`src/rtl/fpstk_pkg.sv`:
```
package fpstk_pkg;

    typedef enum logic [2:0] {
        OP_NOP  = 3'd0,
        OP_LDV  = 3'd1,
        OP_LDR  = 3'd2,
        OP_ST   = 3'd3,
        OP_STP  = 3'd4,
        OP_CMOV = 3'd5
    } op_e;

    typedef enum logic {
        S_IDLE,
        S_CMOV_WAIT
    } state_e;

endpackage

```
`src/rtl/fpstk_regfile.sv`:
```
module fpstk_regfile #(
    parameter int DEPTH = 8,
    parameter int W     = 80,
    localparam int PW   = $clog2(DEPTH)
) (
    input  logic          clk,
    input  logic          rst_n,
    input  logic [PW-1:0] rd_rel,
    output logic [W-1:0]  rd_data,
    output logic          rd_empty,
    output logic [W-1:0]  top_data,
    output logic          top_empty,
    output logic          below_empty,
    input  logic          wr_en,
    input  logic [PW-1:0] wr_rel,
    input  logic [W-1:0]  wr_data,
    input  logic          push_en,
    input  logic          pop_en,
    output logic [PW-1:0] top_ptr
);

    logic [W-1:0]     mem [DEPTH];
    logic [DEPTH-1:0] empty_tag;
    logic [PW-1:0]    wr_phys, rd_phys, below_phys;

    assign wr_phys    = top_ptr + wr_rel;
    assign rd_phys    = top_ptr + rd_rel;
    assign below_phys = top_ptr - PW'(1);

    assign rd_data     = mem[rd_phys];
    assign rd_empty    = empty_tag[rd_phys];
    assign top_data    = mem[top_ptr];
    assign top_empty   = empty_tag[top_ptr];
    assign below_empty = empty_tag[below_phys];

    // data storage carries no reset: tags qualify every read
    always_ff @(posedge clk) begin
        if (wr_en) mem[wr_phys] <= wr_data;
    end

    // a pop in the same cycle as a write to the top wins on the tag
    always_ff @(posedge clk or negedge rst_n) begin
        if (!rst_n) begin
            empty_tag <= '1;
            top_ptr   <= '0;
        end else begin
            if (wr_en) empty_tag[wr_phys] <= 1'b0;
            if (pop_en) begin
                empty_tag[top_ptr] <= 1'b1;
                top_ptr            <= top_ptr + PW'(1);
            end else if (push_en) begin
                top_ptr <= top_ptr - PW'(1);
            end
        end
    end

endmodule

```
`src/rtl/fpstk_cond.sv`:
```
module fpstk_cond (
    input  logic [2:0] sel,
    input  logic       cf,
    input  logic       zf,
    input  logic       pf,
    output logic       hit
);

    logic base;

    always_comb begin
        unique case (sel[1:0])
            2'd0:    base = cf;
            2'd1:    base = zf;
            2'd2:    base = cf | zf;
            default: base = pf;
        endcase
        hit = sel[2] ? ~base : base;
    end

endmodule

```
`src/rtl/fp_regstack.sv`:
```
module fp_regstack
    import fpstk_pkg::*;
#(
    parameter int DEPTH       = 8,
    parameter int W           = 80,
    parameter int CMOV_CYCLES = 4,
    localparam int PW         = $clog2(DEPTH)
) (
    input  logic          clk,
    input  logic          rst_n,
    input  logic          op_valid,
    input  logic [2:0]    op_code,
    input  logic [PW-1:0] op_idx,
    input  logic [W-1:0]  op_data,
    input  logic          conv_invalid,
    input  logic          invalid_mask,
    input  logic [2:0]    cond_sel,
    input  logic          flag_c,
    input  logic          flag_z,
    input  logic          flag_p,
    output logic          busy,
    output logic [W-1:0]  st0_data,
    output logic          st0_empty,
    output logic [PW-1:0] top_ptr,
    output logic          ovf_flag,
    output logic          unf_flag,
    output logic          inv_flag,
    output logic          c1_flag
);

    localparam int CW = $clog2(CMOV_CYCLES);
    localparam logic [CW-1:0] CNT_LAST = CW'(CMOV_CYCLES - 2);
    localparam logic [W-1:0]  DEF_NAN  = {1'b1, {15{1'b1}}, 2'b11, {(W-18){1'b0}}};

    state_e        state, state_nx;
    logic [CW-1:0] cnt;
    logic [PW-1:0] l_idx;
    logic [2:0]    l_cond;
    logic          l_cf, l_zf, l_pf, l_mask;

    logic [PW-1:0] rd_rel, wr_rel;
    logic [W-1:0]  rd_data, wr_data;
    logic          rd_empty, below_empty;
    logic          wr_en, push_en, pop_en, upd;
    logic          n_ovf, n_unf, n_inv, n_c1;
    logic          cond_hit, accept_cmov, finish_cmov;

    assign busy        = (state == S_CMOV_WAIT);
    assign accept_cmov = (state == S_IDLE) && op_valid && (op_code == OP_CMOV);
    assign finish_cmov = (state == S_CMOV_WAIT) && (cnt == CNT_LAST);
    assign rd_rel      = (state == S_IDLE) ? op_idx : l_idx;

    fpstk_regfile #(.DEPTH(DEPTH), .W(W)) u_rf (
        .clk        (clk),
        .rst_n      (rst_n),
        .rd_rel     (rd_rel),
        .rd_data    (rd_data),
        .rd_empty   (rd_empty),
        .top_data   (st0_data),
        .top_empty  (st0_empty),
        .below_empty(below_empty),
        .wr_en      (wr_en),
        .wr_rel     (wr_rel),
        .wr_data    (wr_data),
        .push_en    (push_en),
        .pop_en     (pop_en),
        .top_ptr    (top_ptr)
    );

    fpstk_cond u_cond (
        .sel(l_cond),
        .cf (l_cf),
        .zf (l_zf),
        .pf (l_pf),
        .hit(cond_hit)
    );

    // next-state logic
    always_comb begin
        state_nx = state;
        unique case (state)
            S_IDLE:      if (accept_cmov) state_nx = S_CMOV_WAIT;
            S_CMOV_WAIT: if (finish_cmov) state_nx = S_IDLE;
        endcase
    end

    // state register, wait counter and captured conditional-move operands
    always_ff @(posedge clk or negedge rst_n) begin
        if (!rst_n) begin
            state  <= S_IDLE;
            cnt    <= '0;
            l_idx  <= '0;
            l_cond <= '0;
            l_cf   <= 1'b0;
            l_zf   <= 1'b0;
            l_pf   <= 1'b0;
            l_mask <= 1'b0;
        end else begin
            state <= state_nx;
            if (accept_cmov) begin
                cnt    <= '0;
                l_idx  <= op_idx;
                l_cond <= cond_sel;
                l_cf   <= flag_c;
                l_zf   <= flag_z;
                l_pf   <= flag_p;
                l_mask <= invalid_mask;
            end else if (busy) begin
                cnt <= cnt + CW'(1);
            end
        end
    end

    // operation decode: register commands and next status
    always_comb begin
        wr_en   = 1'b0;
        wr_rel  = '0;
        wr_data = rd_data;
        push_en = 1'b0;
        pop_en  = 1'b0;
        upd     = 1'b0;
        n_ovf   = 1'b0;
        n_unf   = 1'b0;
        n_inv   = 1'b0;
        n_c1    = 1'b0;
        unique case (state)
            S_IDLE: begin
                if (op_valid) begin
                    case (op_code)
                        OP_LDV, OP_LDR: begin
                            upd = 1'b1;
                            if (!below_empty) begin
                                n_ovf = 1'b1;
                                n_c1  = 1'b1;
                            end else if (op_code == OP_LDV) begin
                                n_inv = conv_invalid;
                                if (!conv_invalid || invalid_mask) begin
                                    push_en = 1'b1;
                                    wr_en   = 1'b1;
                                    wr_rel  = '1;
                                    wr_data = op_data;
                                end
                            end else if (rd_empty) begin
                                n_unf = 1'b1;
                                if (invalid_mask) begin
                                    push_en = 1'b1;
                                    wr_en   = 1'b1;
                                    wr_rel  = '1;
                                    wr_data = DEF_NAN;
                                end
                            end else begin
                                push_en = 1'b1;
                                wr_en   = 1'b1;
                                wr_rel  = '1;
                                wr_data = rd_data;
                            end
                        end
                        OP_ST, OP_STP: begin
                            upd    = 1'b1;
                            wr_rel = op_idx;
                            if (st0_empty) begin
                                n_unf = 1'b1;
                                if (invalid_mask) begin
                                    wr_en   = 1'b1;
                                    wr_data = DEF_NAN;
                                    pop_en  = (op_code == OP_STP);
                                end
                            end else begin
                                wr_en   = 1'b1;
                                wr_data = st0_data;
                                pop_en  = (op_code == OP_STP);
                            end
                        end
                        default: ;
                    endcase
                end
            end
            S_CMOV_WAIT: begin
                if (finish_cmov) begin
                    upd = 1'b1;
                    if (st0_empty || rd_empty) begin
                        n_unf = 1'b1;
                        if (l_mask) begin
                            wr_en   = 1'b1;
                            wr_data = DEF_NAN;
                        end
                    end else if (cond_hit) begin
                        wr_en   = 1'b1;
                        wr_data = rd_data;
                    end
                end
            end
        endcase
    end

    // status outputs describe the last completed operation
    always_ff @(posedge clk or negedge rst_n) begin
        if (!rst_n) begin
            ovf_flag <= 1'b0;
            unf_flag <= 1'b0;
            inv_flag <= 1'b0;
            c1_flag  <= 1'b0;
        end else if (upd) begin
            ovf_flag <= n_ovf;
            unf_flag <= n_unf;
            inv_flag <= n_inv;
            c1_flag  <= n_c1;
        end
    end

endmodule

```
`config.mk`:
```
export PLATFORM = sky130hd
export DESIGN_NAME = fp_regstack
export DESIGN_NICKNAME = d
export VERILOG_FILES = /design/src/rtl/fpstk_pkg.sv /design/src/rtl/fpstk_regfile.sv /design/src/rtl/fpstk_cond.sv /design/src/rtl/fp_regstack.sv
export SDC_FILE = /design/constraint.sdc
export NUM_CORES = 1
export LEC_CHECK = 0
export ABC_AREA = 1
export BUFFER_PORTS_ARGS = -buffer_cell sky130_fd_sc_hd__buf_4
export CAP_MARGIN = 5
export CORE_AREA = 2 2 411 413
export CTS_CLUSTER_DIAMETER = 60
export DETAILED_ROUTE_END_ITERATION = 10
export DIE_AREA = 0 0 413 415
export GPL_TIMING_DRIVEN = 0
export HOLD_SLACK_MARGIN = 0.06
export PLACE_DENSITY_LB_ADDON = 0.2
export SYNTH_ARGS = -nofsm -noshare
export SYNTH_HDL_FRONTEND = slang
export SYNTH_SLANG_ARGS = --single-unit
```
`constraint.sdc`:
```
create_clock -name clk -period 8.6 [get_ports clk]
set_clock_uncertainty 0.1 [all_clocks]
set_input_delay 2.15 -clock clk [delete_from_list [all_inputs] [get_ports clk]]
set_output_delay 2.15 -clock clk [all_outputs]
set_load 0.02 [all_outputs]
```
==> results of run 1 <==
synth_stat cells (all sizes together) (11+ instances only):
cell    number
buf        210
o211ai     209
edfxtp     640
o22ai       11
clkbuf     115
nor2       318
o21ai      438
nand2     1791
a21oi      230
dfrtp       19
nand3      309
nor3        59
inv        327
worst min path at each step:
stage	from	end	slack, ns
6_report	cnt[0]	cnt[0]	0.38
5_1_grt	l_zf	l_zf	0.40
4_1_cts	l_pf	l_pf	0.38
3_5_place_dp	l_pf	l_pf	0.37
3_3_place_gp	l_pf	l_pf	0.37
2_1_floorplan	l_zf	l_zf	0.34
worst max-delay path: cells and delay by family, from the launching register on:
kind            cells  cell delay [ns]
compound gates      2             0.37
xor+xnor            1             0.19
fa+ha+maj           4             1.25
buf+inv            11             3.05
flops               1             0.46
simple gates        8             1.59
layout make-up:
| cell class | instances | area (um2) | area share |
|---|---|---|---|
| buffer | 325 | 1610 | 0.0351 |
| tap | 2204 | 2760 | 0.0600 |
| sequential | 667 | 19900 | 0.433 |
| timing repair buffer | 208 | 1900 | 0.0413 |
| clock buffer | 113 | 2420 | 0.0527 |
| antenna | 3 | 7.51 | 0.000163 |
| multi-input combinational | 3405 | 15400 | 0.336 |
| clock inverter | 59 | 672 | 0.0146 |
| inverter | 327 | 1250 | 0.0271 |
metrics by stage:
stage | cell area, um2 | hold WS (ns) | utilization | setup TNS [ns] | cells
floorplan | 38100 | 0.342 | - | -53.54 | 4724
global placement | 42300 | 0.366 | 0.254 | -3064.18 | 7112
detailed placement | 42900 | 0.369 | 0.257 | 0 | 7136
CTS | 45900 | 0.381 | 0.276 | 0 | 7308
global route | 45900 | 0.398 | 0.276 | 0 | 7308
finish | 46000 | 0.379 | 0.276 | 0 | 7311
routing by layer:
metal | GRT usage | up-vias | wire length (um)
met5 | 0 | - | 0
met4 | 0.0796 | 0 | 6790
met3 | 0.0383 | 350 | 16000
met2 | 0.329 | 1842 | 83300
met1 | 0.277 | 17400 | 77000
li1 | - | 16500 | -
sequential cells by signal (all words and copies together) (netlist names):
register,count
u_rf.top_ptr,3
l_mask,1
busy,1
l_idx,3
c1_flag,1
u_rf.mem,640
u_rf.empty_tag,8
l_zf,1
cnt,2
l_cf,1
unf_flag,1
l_cond,3
l_pf,1
inv_flag,1
cells in the final DEF (no fill, tap or decap), drive strengths merged, types with 3 or more instances in the layout:
cell / Yosys / routed
a21oi: 230 / 230
and2: 9 / 9
buf: 210 / 418
bufinv: 0 / 7
clkbuf: 115 / 228
clkinv: 0 / 42
clkinvlp: 0 / 7
dfrtp: 19 / 19
dfstp: 8 / 8
diode: 0 / 3
edfxtp: 640 / 640
ha: 5 / 5
inv: 327 / 330
nand2: 1791 / 1791
nand3: 309 / 309
nand4: 5 / 5
nor2: 318 / 318
nor3: 59 / 59
o211ai: 209 / 209
o21ai: 438 / 438
o22ai: 11 / 11
or2: 8 / 8
or3: 3 / 3
cells by family after synthesis:
family,count (synthesis)
and+or+nand+nor,2502
DFF,667
adders and majority gates,7
xor gates and xnor gates,4
AOI/OAI and AO/OA,892
buffers and inverters,652
==> flow_summary.json, run 1 <==
{
  "hold_depth": 1,
  "area_growth_pct": 20.5,
  "drt-total-wl_um": 183000,
  "overflow": 0,
  "min_path_type": "reg -> reg",
  "worst_skew_pair.late_latency_ns": 0.76,
  "rrSetupSlack_ns": 1.19,
  "initial_core_util": 0.229,
  "rows": 150,
  "drv_slew": 0,
  "cts_buffers": 94,
  "crit_start": "busy",
  "cts.path.max_buffers": 3,
  "synthesis.nets": 4828,
  "critPathCapture": "u_rf.mem[2][51]",
  "syn_area_um2": 38100,
  "synth_cell_types": 39,
  "rsz0062_at_grt": "no",
  "cap_viol_max_count": 0,
  "synth_flop_cell": "edfxtp_1",
  "layout-drive-gt1-share": 0.125,
  "cp.arrival_ns": 7.74,
  "fmax_mhz": 135,
  "dp_slack_ns": 0.539,
  "cts_resized": 0,
  "ys_seq_area_frac": 0.522,
  "grt_usage": 0.207,
  "htree_levels": 3,
  "synth_top_area_frac": 0.504,
  "syn_area_per_cell_um2": 8.07,
  "dr.first_iter.drc_count": 4412,
  "drc_errors": 0,
  "yosysTopAreaCell": "edfxtp_1",
  "dieArea_um2": 171000,
  "worstSetupStartpointType": "flop",
  "fill_cells": 17900,
  "pin_count": 186,
  "synth_enable_flop_cells": 640,
  "hold_viol": 0,
  "grt_max_degree": 60,
  "cp_slowest_cell": "clkbuf_1",
  "fin_ws_ns": 1.19,
  "tightest_slew_ns": 1.46,
  "clkTransAtPathRegs_ns": 0.06,
  "status": "completed",
  "cts.sinks": 667,
  "timing_worst_setup_path_type": "reg -> reg",
  "yosys-top-cells-area": "edfxtp_1, nand2_1, o21ai_0",
  "ant_nets": 0,
  "finalNetCount": 5132,
  "relSlewSlack": 0.0245,
  "ys.warnings.count": 0,
  "cts_hold_buf": 0,
  "vias": 36000,
  "synth-simple-area-share": 0.268,
  "wire_per_inst_um": 25.0,
  "reg2reg_to": "u_rf.mem[2][51]",
  "endpoint_kind": "flop",
  "synth-compound-area-share": 0.132,
  "crit_path_max_incr_delay_ns": 1.09,
  "ys_seq_elements": 667,
  "die_y_um": 415,
  "core_area_um2": 167000,
  "cts_setup_buffers": 0,
  "viasPerCell": 4.93,
  "r2r-start": "busy",
  "ff2ff_path_depth": 26,
  "grt_pass1_vias": 33800,
  "synth_top_family_by_area": "simple AND/OR/NAND/NOR gates",
  "synthAdderAreaFrac": 0.00269,
  "crit_fanout": 18,
  "antenna_found_initial": 10,
  "hpwlAfterDp_um": 125000,
  "root_buffer": "clkbuf_16",
  "grt_pass1_wl_um": 253000,
  "fin_crit_ns": 7.41,
  "gp_congestion": 0.870,
  "cts_tree": "built",
  "syn_inst": 4724,
  "die_x_um": 413,
  "drtPass1Iterations": 9,
  "setup_viol": 0,
  "synthXorXnorAreaFrac": 0.00112,
  "ys_async_sr_fraction": 0.0405,
  "worstPathRequired_ns": 8.93,
  "period_share": 0.861,
  "synthMuxAreaShare": 0,
  "port_buffers": 184
}
Power of run 1 is not shown: default switching activity piles up to over one toggle a cycle in this logic, so the estimate is an artifact.
==> inputs of run 2 (changes only) <==
Settings changed: CELL_PAD_IN_SITES_DETAIL_PLACEMENT set to 1, CELL_PAD_IN_SITES_GLOBAL_PLACEMENT set to 1.
==> run 2 against run 1 <==
  * Count of clock-buffer cells in the layout shrank 2
  * Register-to-register slack gained 0.49 ns
  * Worst hold slack improved by 0.0018 ns
  * Via count shrank 0.24%
  * Final cell count hardly changed
  * Global-route usage is 1.4 points higher
  * Non-clock buffer count unchanged
  * Core utilization is essentially flat
  * Maximum frequency down 0.85%
  * Critical path type is now in -> reg
  * Sequential share of layout area is essentially flat
  * Die area unchanged
==> flow_summary.json, run 2 (synthesis gave the netlist of run 1 again) <==
{
  "fill_cells": 19900,
  "dieArea_um2": 171000,
  "layout.cells.non_filler": 7307,
  "cts_setup_buffers": 0,
  "rows": 150,
  "timing_worst_setup_path_type": "in -> reg",
  "placedCellCount": 7136,
  "drc_errors": 0,
  "layout_commonest_cell": "nand2_1",
  "status": "completed",
  "grt_pass1_wl_um": 270000,
  "cp.arrival_ns": 7.76,
  "setup_viol": 0,
  "worstSetupStartpointType": "primary input",
  "initial_core_util": 0.229,
  "period_share": 0.869,
  "cts_tree": "built",
  "drt-total-wl_um": 194000,
  "endpoint_kind": "flop",
  "grt_max_degree": 59,
  "overflow": 0,
  "die_y_um": 415,
  "root_buffer": "clkbuf_16",
  "top_regs": "u_rf.mem: 640 flops, u_rf.empty_tag: 8 flops",
  "final_cell_mix": "nand2_1, edfxtp_1, o21ai_0, inv_1, nor2_1",
  "min_to": "cnt[0]",
  "final_cell_area_um2": 46000,
  "drv_slew": 0,
  "rsz0062_at_grt": "no",
  "crit_fanout": 19,
  "min_path_type": "reg -> reg",
  "cts_resized": 0,
  "ff2ff_path_depth": 24,
  "antenna_found_initial": 4,
  "core_area_um2": 167000,
  "worstPathRequired_ns": 8.89,
  "fmax_mhz": 134,
  "cap_viol_max_count": 0,
  "fin_crit_ns": 7.47,
  "finalNetCount": 5130,
  "clkTransAtPathRegs_ns": 0.05,
  "min_from": "cnt[0]",
  "hold_viol": 0,
  "tightest_slew_ns": 1.32,
  "dr.first_iter.drc_count": 3060,
  "hpwlAfterDp_um": 134000,
  "viasPerCell": 4.92,
  "r2r-start": "busy",
  "pin_count": 186,
  "cts.sinks": 667,
  "port_buffers": 184,
  "relSlewSlack": 0.120,
  "worst_skew_pair.late_latency_ns": 0.72,
  "top_register": "u_rf.mem",
  "drtPass1Iterations": 7,
  "grt_pass1_vias": 36400,
  "gp_congestion": 0.854,
  "cts.path.max_buffers": 3,
  "largest_reg_flops": 640,
  "vias": 35900,
  "reg2reg_to": "u_rf.mem[1][2]",
  "htree_levels": 3,
  "hold_depth": 1,
  "fin_setup_tns_ns": 0,
  "cts_buffers": 92,
  "cts_hold_buf": 0,
  "area_growth_pct": 20.5,
  "wire_per_inst_um": 26.5,
  "grt_usage": 0.221,
  "rrSetupSlack_ns": 1.68,
  "place_area_um2": 42900,
  "die_x_um": 413,
  "layout-drive-gt1-share": 0.125,
  "ant_nets": 0
}
==> run 2: cell count changes in the layout (fill, tap and decap cells not counted), sizes merged <==
cell      delta
clkinv       -5
bufinv       +2
clkbuf       -2
clkinvlp     -2
diode        +2
inv          +1
==> run 2: layer usage <==
layer | track usage | share of wire
met1 | 0.295 | 0.44
met2 | 0.363 | 0.47
met3 | 0.0329 | 0.056
met4 | 0.0757 | 0.035
met5 | 0 | 0
==> run 2: critical path, stage by stage <==
cell and delay (ns):
buf_4 0.11, nor2_1 0.04, nand2_1 0.12, nand2_1 0.20, o21ai_1 1.01, inv_1 0.31
nand2_1 0.46, clkbuf_1 0.52, a21oi_1 0.10, ha_1 0.21, inv_1 0.07, fa_1 0.18
xor2_1 0.21, inv_1 0.06, nand3_1 0.16, nand3_1 0.27, nor2_4 0.56, buf_12 0.27
buf_12 0.23, buf_12 0.23, buf_12 0.23
==> run 2: how the worst max path moves through the flow <==
stage | startpoint | endpoint | cells after the start
3_5_place_dp | op_code[0] | u_rf.mem[1][13] | 21
4_1_cts | op_code[0] | u_rf.mem[1][5] | 21
5_1_grt | op_code[0] | u_rf.mem[1][5] | 21
2_1_floorplan | op_idx[0] | u_rf.mem[0][0] | 20
3_3_place_gp | op_valid | u_rf.mem[1][13] | 14
6_report | op_code[0] | u_rf.mem[1][2] | 21
==> run 2: cell type report <==
type	count	area [um2]	share of cell area
Sequential cell	667	19900	0.433
Multi-Input combinational cell	3405	15400	0.336
Tap cell	2204	2760	0.0600
Clock buffer	111	2450	0.0532
Timing Repair Buffer	208	1950	0.0425
Buffer	325	1620	0.0352
Inverter	327	1250	0.0271
Clock inverter	55	593	0.0129
Antenna cell	5	12.5	0.000272
==> run 2: through the flow <==
stage / worst slack, ns / utilization / hold slack (ns)
global placement: -7.13 / 0.254 / 0.363
detailed placement: 0.550 / 0.257 / 0.370
global route: 0.894 / 0.276 / 0.400
CTS: 1.30 / 0.276 / 0.380
floorplan: -0.167 / - / 0.342
finish: 1.13 / 0.276 / 0.380
Power of run 2 is left out for the same reason.
